$ cat src/rtl/adbus_pkg.sv
package adbus_pkg;
  typedef enum logic [2:0] {
    ST_IDLE = 3'd0,
    ST_T1   = 3'd1,
    ST_T2   = 3'd2,
    ST_T3   = 3'd3,
    ST_T4   = 3'd4
  } bus_st_e;
endpackage

$ cat src/rtl/adbus_seq.sv
module adbus_seq
  import adbus_pkg::*;
(
  input  logic    clk_i,
  input  logic    rst_ni,
  input  logic    req_i,
  input  logic    ready_i,
  output bus_st_e st_o,
  output logic    accept_o,
  output logic    can_take_o,
  output logic    capture_o
);
  bus_st_e st_q, st_d;

  assign can_take_o = (st_q == ST_IDLE) || (st_q == ST_T4);
  assign accept_o   = req_i && can_take_o;
  assign capture_o  = (st_q == ST_T3) && ready_i;
  assign st_o       = st_q;

  always_comb begin
    st_d = st_q;
    unique case (st_q)
      ST_IDLE: if (accept_o) st_d = ST_T1;
      ST_T1:   st_d = ST_T2;
      ST_T2:   st_d = ST_T3;
      ST_T3:   if (ready_i) st_d = ST_T4;
      ST_T4:   st_d = accept_o ? ST_T1 : ST_IDLE;
      default: st_d = ST_IDLE;
    endcase
  end

  always_ff @(posedge clk_i or negedge rst_ni) begin
    if (!rst_ni) st_q <= ST_IDLE;
    else         st_q <= st_d;
  end
endmodule

$ cat src/rtl/adbus_lane.sv
module adbus_lane #(
  parameter int unsigned DW = 16
) (
  input  logic          word_i,
  input  logic          a0_i,
  input  logic [DW-1:0] wdata_i,
  input  logic [DW-1:0] bus_i,
  output logic          bhe_n_o,
  output logic          a0_o,
  output logic [DW-1:0] wbus_o,
  output logic [DW-1:0] rdata_o
);
  localparam int unsigned HW = DW / 2;

  assign bhe_n_o = !word_i && !a0_i;
  assign a0_o    = word_i ? 1'b0 : a0_i;

  always_comb begin
    if (word_i)    wbus_o = wdata_i;
    else if (a0_i) wbus_o = {wdata_i[HW-1:0], {HW{1'b0}}};
    else           wbus_o = {{HW{1'b0}}, wdata_i[HW-1:0]};
  end

  always_comb begin
    if (word_i)    rdata_o = bus_i;
    else if (a0_i) rdata_o = {{HW{1'b0}}, bus_i[DW-1:HW]};
    else           rdata_o = {{HW{1'b0}}, bus_i[HW-1:0]};
  end
endmodule

$ cat src/rtl/adbus_pins.sv
module adbus_pins
  import adbus_pkg::*;
#(
  parameter int unsigned AW = 20,
  parameter int unsigned DW = 16
) (
  input  bus_st_e          st_i,
  input  logic             write_i,
  input  logic             io_i,
  input  logic [AW-1:0]    addr_i,
  input  logic             a0_i,
  input  logic             bhe_n_i,
  input  logic [DW-1:0]    wbus_i,
  output logic [DW-1:0]    ad_o,
  output logic             ad_oe_o,
  output logic [AW-DW-1:0] as_o,
  output logic             ale_o,
  output logic             bhe_no,
  output logic             rd_no,
  output logic             wr_no,
  output logic             den_no,
  output logic             dtr_o,
  output logic             mio_o
);
  localparam int unsigned UW = AW - DW;

  logic [UW-1:0] status;
  always_comb begin
    status    = '0;
    status[1] = io_i;
    status[0] = write_i;
  end

  always_comb begin
    ad_o    = '0;
    ad_oe_o = 1'b0;
    as_o    = '0;
    ale_o   = 1'b0;
    bhe_no  = 1'b1;
    rd_no   = 1'b1;
    wr_no   = 1'b1;
    den_no  = 1'b1;
    dtr_o   = 1'b0;
    mio_o   = 1'b0;
    unique case (st_i)
      ST_T1: begin
        ale_o   = 1'b1;
        ad_oe_o = 1'b1;
        ad_o    = {addr_i[DW-1:1], a0_i};
        as_o    = addr_i[AW-1:DW];
        bhe_no  = bhe_n_i;
        mio_o   = !io_i;
        dtr_o   = write_i;
      end
      ST_T2, ST_T3: begin
        as_o   = status;
        mio_o  = !io_i;
        dtr_o  = write_i;
        den_no = 1'b0;
        if (write_i) begin
          wr_no   = 1'b0;
          ad_oe_o = 1'b1;
          ad_o    = wbus_i;
        end else begin
          rd_no = 1'b0;
        end
      end
      ST_T4: begin
        as_o  = status;
        mio_o = !io_i;
        dtr_o = write_i;
        if (write_i) begin
          den_no  = 1'b0;
          ad_oe_o = 1'b1;
          ad_o    = wbus_i;
        end
      end
      default: ;
    endcase
  end
endmodule

$ cat src/rtl/adbus_ctrl.sv
module adbus_ctrl
  import adbus_pkg::*;
#(
  parameter int unsigned AW = 20,
  parameter int unsigned DW = 16
) (
  input  logic             clk_i,
  input  logic             rst_ni,
  input  logic             req_i,
  input  logic             req_write_i,
  input  logic             req_io_i,
  input  logic             req_word_i,
  input  logic [AW-1:0]    req_addr_i,
  input  logic [DW-1:0]    req_wdata_i,
  output logic             req_ready_o,
  output logic             done_o,
  output logic [DW-1:0]    rdata_o,
  input  logic             ready_i,
  input  logic [DW-1:0]    ad_i,
  output logic [DW-1:0]    ad_o,
  output logic             ad_oe_o,
  output logic [AW-DW-1:0] as_o,
  output logic             ale_o,
  output logic             bhe_no,
  output logic             rd_no,
  output logic             wr_no,
  output logic             den_no,
  output logic             dtr_o,
  output logic             mio_o
);
  bus_st_e       st;
  logic          accept, capture;
  logic          write_q, io_q, word_q;
  logic [AW-1:0] addr_q;
  logic [DW-1:0] wdata_q, rdata_q;
  logic          bhe_n, a0;
  logic [DW-1:0] wbus, rd_aligned;

  adbus_seq u_seq (
    .clk_i      (clk_i),
    .rst_ni     (rst_ni),
    .req_i      (req_i),
    .ready_i    (ready_i),
    .st_o       (st),
    .accept_o   (accept),
    .can_take_o (req_ready_o),
    .capture_o  (capture)
  );

  // request is frozen at acceptance; pins never see live inputs
  always_ff @(posedge clk_i or negedge rst_ni) begin
    if (!rst_ni) begin
      write_q <= 1'b0;
      io_q    <= 1'b0;
      word_q  <= 1'b0;
      addr_q  <= '0;
      wdata_q <= '0;
    end else if (accept) begin
      write_q <= req_write_i;
      io_q    <= req_io_i;
      word_q  <= req_word_i;
      addr_q  <= req_addr_i;
      wdata_q <= req_wdata_i;
    end
  end

  adbus_lane #(.DW(DW)) u_lane (
    .word_i  (word_q),
    .a0_i    (addr_q[0]),
    .wdata_i (wdata_q),
    .bus_i   (ad_i),
    .bhe_n_o (bhe_n),
    .a0_o    (a0),
    .wbus_o  (wbus),
    .rdata_o (rd_aligned)
  );

  always_ff @(posedge clk_i or negedge rst_ni) begin
    if (!rst_ni)                  rdata_q <= '0;
    else if (capture && !write_q) rdata_q <= rd_aligned;
  end

  assign rdata_o = rdata_q;
  assign done_o  = (st == ST_T4);

  adbus_pins #(.AW(AW), .DW(DW)) u_pins (
    .st_i    (st),
    .write_i (write_q),
    .io_i    (io_q),
    .addr_i  (addr_q),
    .a0_i    (a0),
    .bhe_n_i (bhe_n),
    .wbus_i  (wbus),
    .ad_o    (ad_o),
    .ad_oe_o (ad_oe_o),
    .as_o    (as_o),
    .ale_o   (ale_o),
    .bhe_no  (bhe_no),
    .rd_no   (rd_no),
    .wr_no   (wr_no),
    .den_no  (den_no),
    .dtr_o   (dtr_o),
    .mio_o   (mio_o)
  );
endmodule

$ cat config.mk
export PLATFORM = sky130hd
export DESIGN_NAME = adbus_ctrl
export DESIGN_NICKNAME = d
export VERILOG_FILES = /design/src/rtl/adbus_pkg.sv /design/src/rtl/adbus_seq.sv /design/src/rtl/adbus_lane.sv /design/src/rtl/adbus_pins.sv /design/src/rtl/adbus_ctrl.sv
export SDC_FILE = /design/constraint.sdc
export NUM_CORES = 1
export LEC_CHECK = 0
export BUFFER_PORTS_ARGS = -buffer_cell sky130_fd_sc_hd__buf_2
export CAP_MARGIN = 15
export CORE_ASPECT_RATIO = 0.75
export CORE_MARGIN = 2
export CORE_UTILIZATION = 40
export DETAILED_ROUTE_END_ITERATION = 8
export PLACE_DENSITY = 0.66
export SKIP_LAST_GASP = 1
export SYNTH_ARGS = -nofsm -noshare
export SYNTH_HDL_FRONTEND = slang
export SYNTH_SLANG_ARGS = --single-unit
export TNS_END_PERCENT = 20
$ cat constraint.sdc
create_clock -name clk_i -period 1.7 [get_ports clk_i]
set_input_delay 0.085 -clock clk_i [delete_from_list [all_inputs] [get_ports clk_i]]
set_output_delay 0.085 -clock clk_i [all_outputs]
set_load 0.01 [all_outputs]
; ---- Word-level counts from Yosys, hierarchy flattened
; Index checks and enable logic that the tools add are counted.
[totals]
register_bits = 58
latch_bits = 0
ram_bits = 0
rom_bits = 0
in_bits = 59
word_cells = 49
memories = 0
[classes]
addsub = 0
mul = 0
n_div = 0
magnitude_cmp = 0
n_eq_ne = 6
n_shift = 0
n_mux = 22
n_bitwise = 0
n_reduce_logical = 14
[ops]
columns = operator, n
row1 = two-way mux 16 bit, 4
row2 = one-hot mux 16 bit (2 select lines), 1
row3 = one-hot mux 3 bit (5 select lines), 1
row4 = two-way mux 1 bit, 10
row5 = two-way mux 8 bit, 1
row6 = one-hot mux 4 bit (2 select lines), 1
row7 = equality test 3 x 2 -> 1 bit (second input constant), 2
row8 = two-way mux 3 bit, 2
row9 = logical AND 1 bit, 4
row10 = logical NOT 1 bit, 4
row11 = one-hot mux 1 bit (2 select lines), 2
row12 = OR reduction 4 bit, 1
row13 = equality test 3 x 1 -> 1 bit (second input constant), 1
row14 = equality test 3 bit (second input constant), 1
row15 = logical NOT 3 bit, 1
row16 = OR reduction 3 bit, 1
row17 = inequality test 2 x 1 -> 1 bit (second input constant), 1
row18 = inequality test 2 bit (second input constant), 1
row19 = AND reduction 2 bit, 1
row20 = OR reduction 2 bit, 1
row21 = logical OR 1 bit, 1

; ---- Logic depth before layout (Yosys ltp)
[logic_depth]
ltp_word = 5
mapped_depth = 5
ltp_nobuf = 3

; ---- By module
; A second synthesis with hierarchy kept.
[hier_totals]
hier_cells = 276
area_unflattened_um2 = 3384.5
[by_module_without_submodules]
columns = module, instances, cells_per_inst, area_per_inst_um2
row1 = adbus_ctrl, 1, 118, 2098.3
row2 = adbus_pins, 1, 103, 830.8
row3 = adbus_lane, 1, 43, 320.3
row4 = adbus_seq, 1, 12, 135.1

; ---- Worst setup path before layout
; No wires, ideal clock.
[synth_timing]
path_kind = flip-flop to output port
from = register u_seq.st_q[1], in the netlist u_seq.st_o[1]
to = output ad_o[0]
t_arrival_ns = 1.480
required_time_ns = 1.615
path_slack_ns = 0.135
stages_incl_launch_ff = 5
path_cell_list = dfrtp_1 nor3b_1 o21ai_1 buf_6 o21ai_2
[synth_via]
elab_chain_cells = 3
[synth_lines]
columns = item, line_no
row1 = "start, declared", adbus_seq.sv:13  ; bus_st_e st_q, st_d;
row2 = "start signal, assigned", adbus_seq.sv:34  ; else st_q <= st_d;
row3 = equality test 3 bit, n/a
row4 = net done_o, adbus_ctrl.sv:16  ; output logic done_o,
row5 = OR reduction 3 bit (no source line), n/a
row6 = one-hot mux 16 bit (2 select lines), adbus_pins.sv:45  ; unique case (st_i)
row7 = "end, declared", adbus_ctrl.sv:20  ; output logic [DW-1:0] ad_o,
; The timed path passes the listed nets, and every way through them passes these cells.

; ---- Worst setup path in the final report
[layout_timing]
from = register u_seq.st_q[1], in the netlist u_seq.st_o[1]
to = output ad_o[2]
[layout_via]
elab_chain_cells = 3
[layout_lines]
columns = item, line_no
row1 = equality test 3 bit / equality test 3 x 2 -> 1 bit (equally long branches), adbus_pins.sv:45
row2 = OR reduction 3 bit (no source line), n/a
row3 = one-hot mux 16 bit (2 select lines) *, adbus_pins.sv:45
; Mark *: on every way between the ends. The rest lies on a longest branch, timed or not.

==> impl_metrics.csv <==
group,metric,value,unit
status,status,"complete, but fails checks",
status,violations,"setup timing",
cts,cts.clk_slew.worst_paths,0.07,ns
power_and_ir_drop,p_leak,0.00220,uW
sta,finalSetupViolations,21,
synthesis,seq_area_frac_synth,48.8,%
worst_hold_path,hold_start,"ad_i[10]",
sta,slew_viol_final,0,
cells_and_area,area_growth_syn_to_layout,49.7,%
worst_hold_path,min_path_cells,3,
cts,clk_latency,0.33,ns
placement,port_buffers,104,
synthesis,synthSimpleGateAreaFrac,8.20,%
detailed_routing,route.detailed.drc,0,
sta,setup_ws,-0.0663,ns
sta,fmax,566,MHz
detailed_routing,via_count,2300,
cells_and_area,nNetsFinal,450,
detailed_routing,wirelength,7.90,mm
setup_path,start_kind,"flop",
detailed_routing,wl_per_cell,15.9,um
global_route,grt_max_degree,59,
sta,period_needed,1.77,ns
worst_hold_path,holdPathEnd,"rdata_o[10]",
cells_and_area,antenna_cells,0,
cells_and_area,post-route-cell-area,0.00445,sq mm
detailed_routing,antenna_left,0,
global_route,grt_pass1_vias,2459,
cells_and_area,drive_above_1_share,56.8,%
setup_path,rrSetupSlack,0.04,ns
synthesis,yosysWarningCount,0,
power_and_ir_drop,vdd_ir_drop_max,747,uV
global_route,antenna_found_initial,0,
sta,final-hold-violation-count,0,
die,die_h,78.7,um
sta,holdWs,0.0174,ns
synthesis,synthAdderAreaFrac,0,%
sta,slew_headroom,75.4,%
synthesis,syn_inst,221,
die,fp.dieW,104,um
sta,fin_skew,0.0119,ns
setup_path,r2r_start,"u_seq.st_o[1]",
setup_path,path_class,"flop to output port",
cts,numClockSinks,58,
setup_path,reg2regPathDepth,5,
detailed_routing,drt_iter0_markers,62,
cts,clockRootBuffer,"clkbuf_8",
synthesis,synthXorXnorAreaFrac,0.294,%
cts,clock_path_buffers,2,
job,max_cap_viol_count,0,
cells_and_area,fill_cells,585,
power_and_ir_drop,power_density,1820,mW/mm^2
cts,numCtsBuffers,9,
setup_path,required,1.62,ns
synthesis,syn-cell-area,0.00298,sq mm
synthesis,syn-num-nets,280,
detailed_routing,routed_via_density,4.63,
worst_hold_path,hold_path.class,"primary input to flop",
global_route,grtUsageTotal,19.9,%
setup_path,cp.arrival,1.68,ns
die,dieArea,0.00815,sq mm
global_route,overflow,0,
die,coreArea,0.00726,sq mm
setup_path,end_kind,"output port",
synthesis,synth_top_family_by_area,"multiplexers",
sta,fin_tns_setup,-0.939,ns
synthesis,synth_compound_area_share,8.07,%
sta,max_slew.worst_pin.slew,0.368,ns
setup_path,worst_r2r_endpoint,"addr_q[8]",
global_route,grt_pass1_wl,12.5,mm
placement,gp_congestion,0.788,
power_and_ir_drop,power.total,8100,uW
sta,fin_crit_sh,104,%
synthesis,synth_mux_area_share,28.4,%
die,initial_core_util,41.0,%
detailed_routing,drt_pass1_iterations,4,
synthesis,syn_area_per_cell,13.5,sq um
sta,rsz0062_at_grt,"true",
placement,dpl_cell_area,0.00367,sq mm
placement,dp_hpwl,4.82,mm
die,num_rows,27,
setup_path,critPathMaxFanout,6,
die,pin_count,105,
synthesis,synthDistinctLibCells,36,
synthesis,synth-seq-cells,58,
cells_and_area,final_core_util,61.3,%
cts,htreeDepth,3,
cts,cts_tree,"built",
[flip-flops by register name, summed over array words and instances, names as in the netlist]
signal and cells:
addr_q 20, rdata_o 16, wdata_q 16, u_seq.st_o 3, io_q 1, word_q 1
write_q 1
[how the worst max path moves through the flow]
| stage | startpoint | end | slack (ns) | depth (start not counted) |
|---|---|---|---|---|
| finish | u_seq.st_o[1] | ad_o[2] | -0.07 | 6 |
| global route | u_seq.st_o[1] | ad_o[5] | -0.13 | 6 |
| CTS | u_seq.st_o[1] | ad_oe_o | -0.05 | 5 |
| detailed placement | u_seq.st_o[0] | ad_o[3] | 0.16 | 5 |
| global placement | u_seq.st_o[0] | ad_o[7] | 0.15 | 5 |
| floorplan | u_seq.st_o[1] | ad_o[0] | 0.13 | 4 |
[logic make-up (layout without fill, tap and decap cells)]
family          count (synthesis)  after routing
compound gates                 31             31
buf+inv                        23            198
flops                          58             58
mux                            63             63
simple gates                   45             45
xor+xnor                        1              1
[layout make-up]
cell class / instances / area [sq um] / share of cell area (%)
flip-flops and latches: 58 / 1460 / 32.7
clock inverters: 2 / 35.0 / 0.787
multi-input cells: 140 / 1410 / 31.6
well taps: 101 / 126 / 2.84
clock buffers: 14 / 163 / 3.65
repair buffers: 173 / 1230 / 27.7
inverters: 9 / 33.8 / 0.758
[per-layer routing]
layer | vias up | GRT usage (%) | part of all wire (%)
met5 | - | 0 | 0
met4 | 0 | 6.08 | 1.2
met3 | 7 | 5.42 | 4.2
met2 | 61 | 33.1 | 48
met1 | 1125 | 25.6 | 46
li1 | 1107 | - | -
[cell usage after synthesis]
library cell	count	share of area (%)
nor2b_2	1	0.29
nor3_1	1	0.17
o21ai_1	1	0.17
nor2b_1	1	0.21
mux2_4	39	20
and3_2	1	0.25
o21a_1	1	0.25
nand2b_1	1	0.21
o21ai_0	2	0.34
a21oi_1	3	0.50
and2_1	2	0.42
nor3_4	1	0.55
buf_12	4	2.7
nor2_2	1	0.21
buf_2	3	0.50
o21ai_2	9	2.6
o211a_1	1	0.34
a22oi_1	6	1.5
a21o_1	1	0.25
mux2i_1	8	2.7
inv_1	9	1.1
nand2_1	25	3.2
or2b_1	1	0.25
mux2_2	14	5.3
nand2b_4	1	0.46
nor3b_1	2	0.50
nor2_1	3	0.38
mux2_1	2	0.76
buf_6	4	1.5
and3b_1	2	0.59
and2_4	1	0.29
nand3b_1	1	0.25
clkbuf_1	3	0.38
a22o_1	7	2.1
dfrtp_1	58	49
xor2_1	1	0.29
[where the power goes]
part	total, uW	internal, uW	switching (uW)	leakage [uW]
combinational	4220	2360	1860	0.00140
clock	1270	757	514	0.000101
sequential	2610	2080	533	0.000696
total	8100	5200	2910	0.00220
[stage by stage]
step	instances	setup slack, ns
finish	497	-0.0663
global route	497	-0.134
CTS	494	-0.0501
detailed placement	429	0.160
global placement	429	0.147
floorplan	221	0.135
[placed cells by master (no fill, tap or decap), types with 3 or more instances in the layout]
master / count
a21oi_1: 3
a22o_1: 7
a22oi_1: 6
buf_12: 5
buf_2: 104
buf_4: 15
buf_6: 8
clkbuf_1: 3
clkbuf_8: 11
dfrtp_1: 55
dfrtp_2: 3
dlygate4sd3_1: 41
inv_1: 9
mux2_2: 14
mux2_4: 39
mux2i_1: 8
nand2_1: 20
nand2_2: 3
nor2_1: 3
o21ai_2: 9
[critical path, stage by stage (launching register included)]
cell     delay, ns
dfrtp_2       0.46
buf_6         0.14
nor3b_4       0.19
buf_6         0.16
buf_12        0.14
a22o_1        0.14
buf_2         0.12
[repair_timing]
item                                    in CTS  in global routing
hold buffers                                41                  0
cloned                                       2                  2
resized for setup                           16                 19
endpoints found under the setup margin      21                 24
setup buffers                                7                  3
pin swaps                                    4                  6
endpoints found under the hold margin       98                  0
No activity file was read; power rests on OpenSTA's default activity.
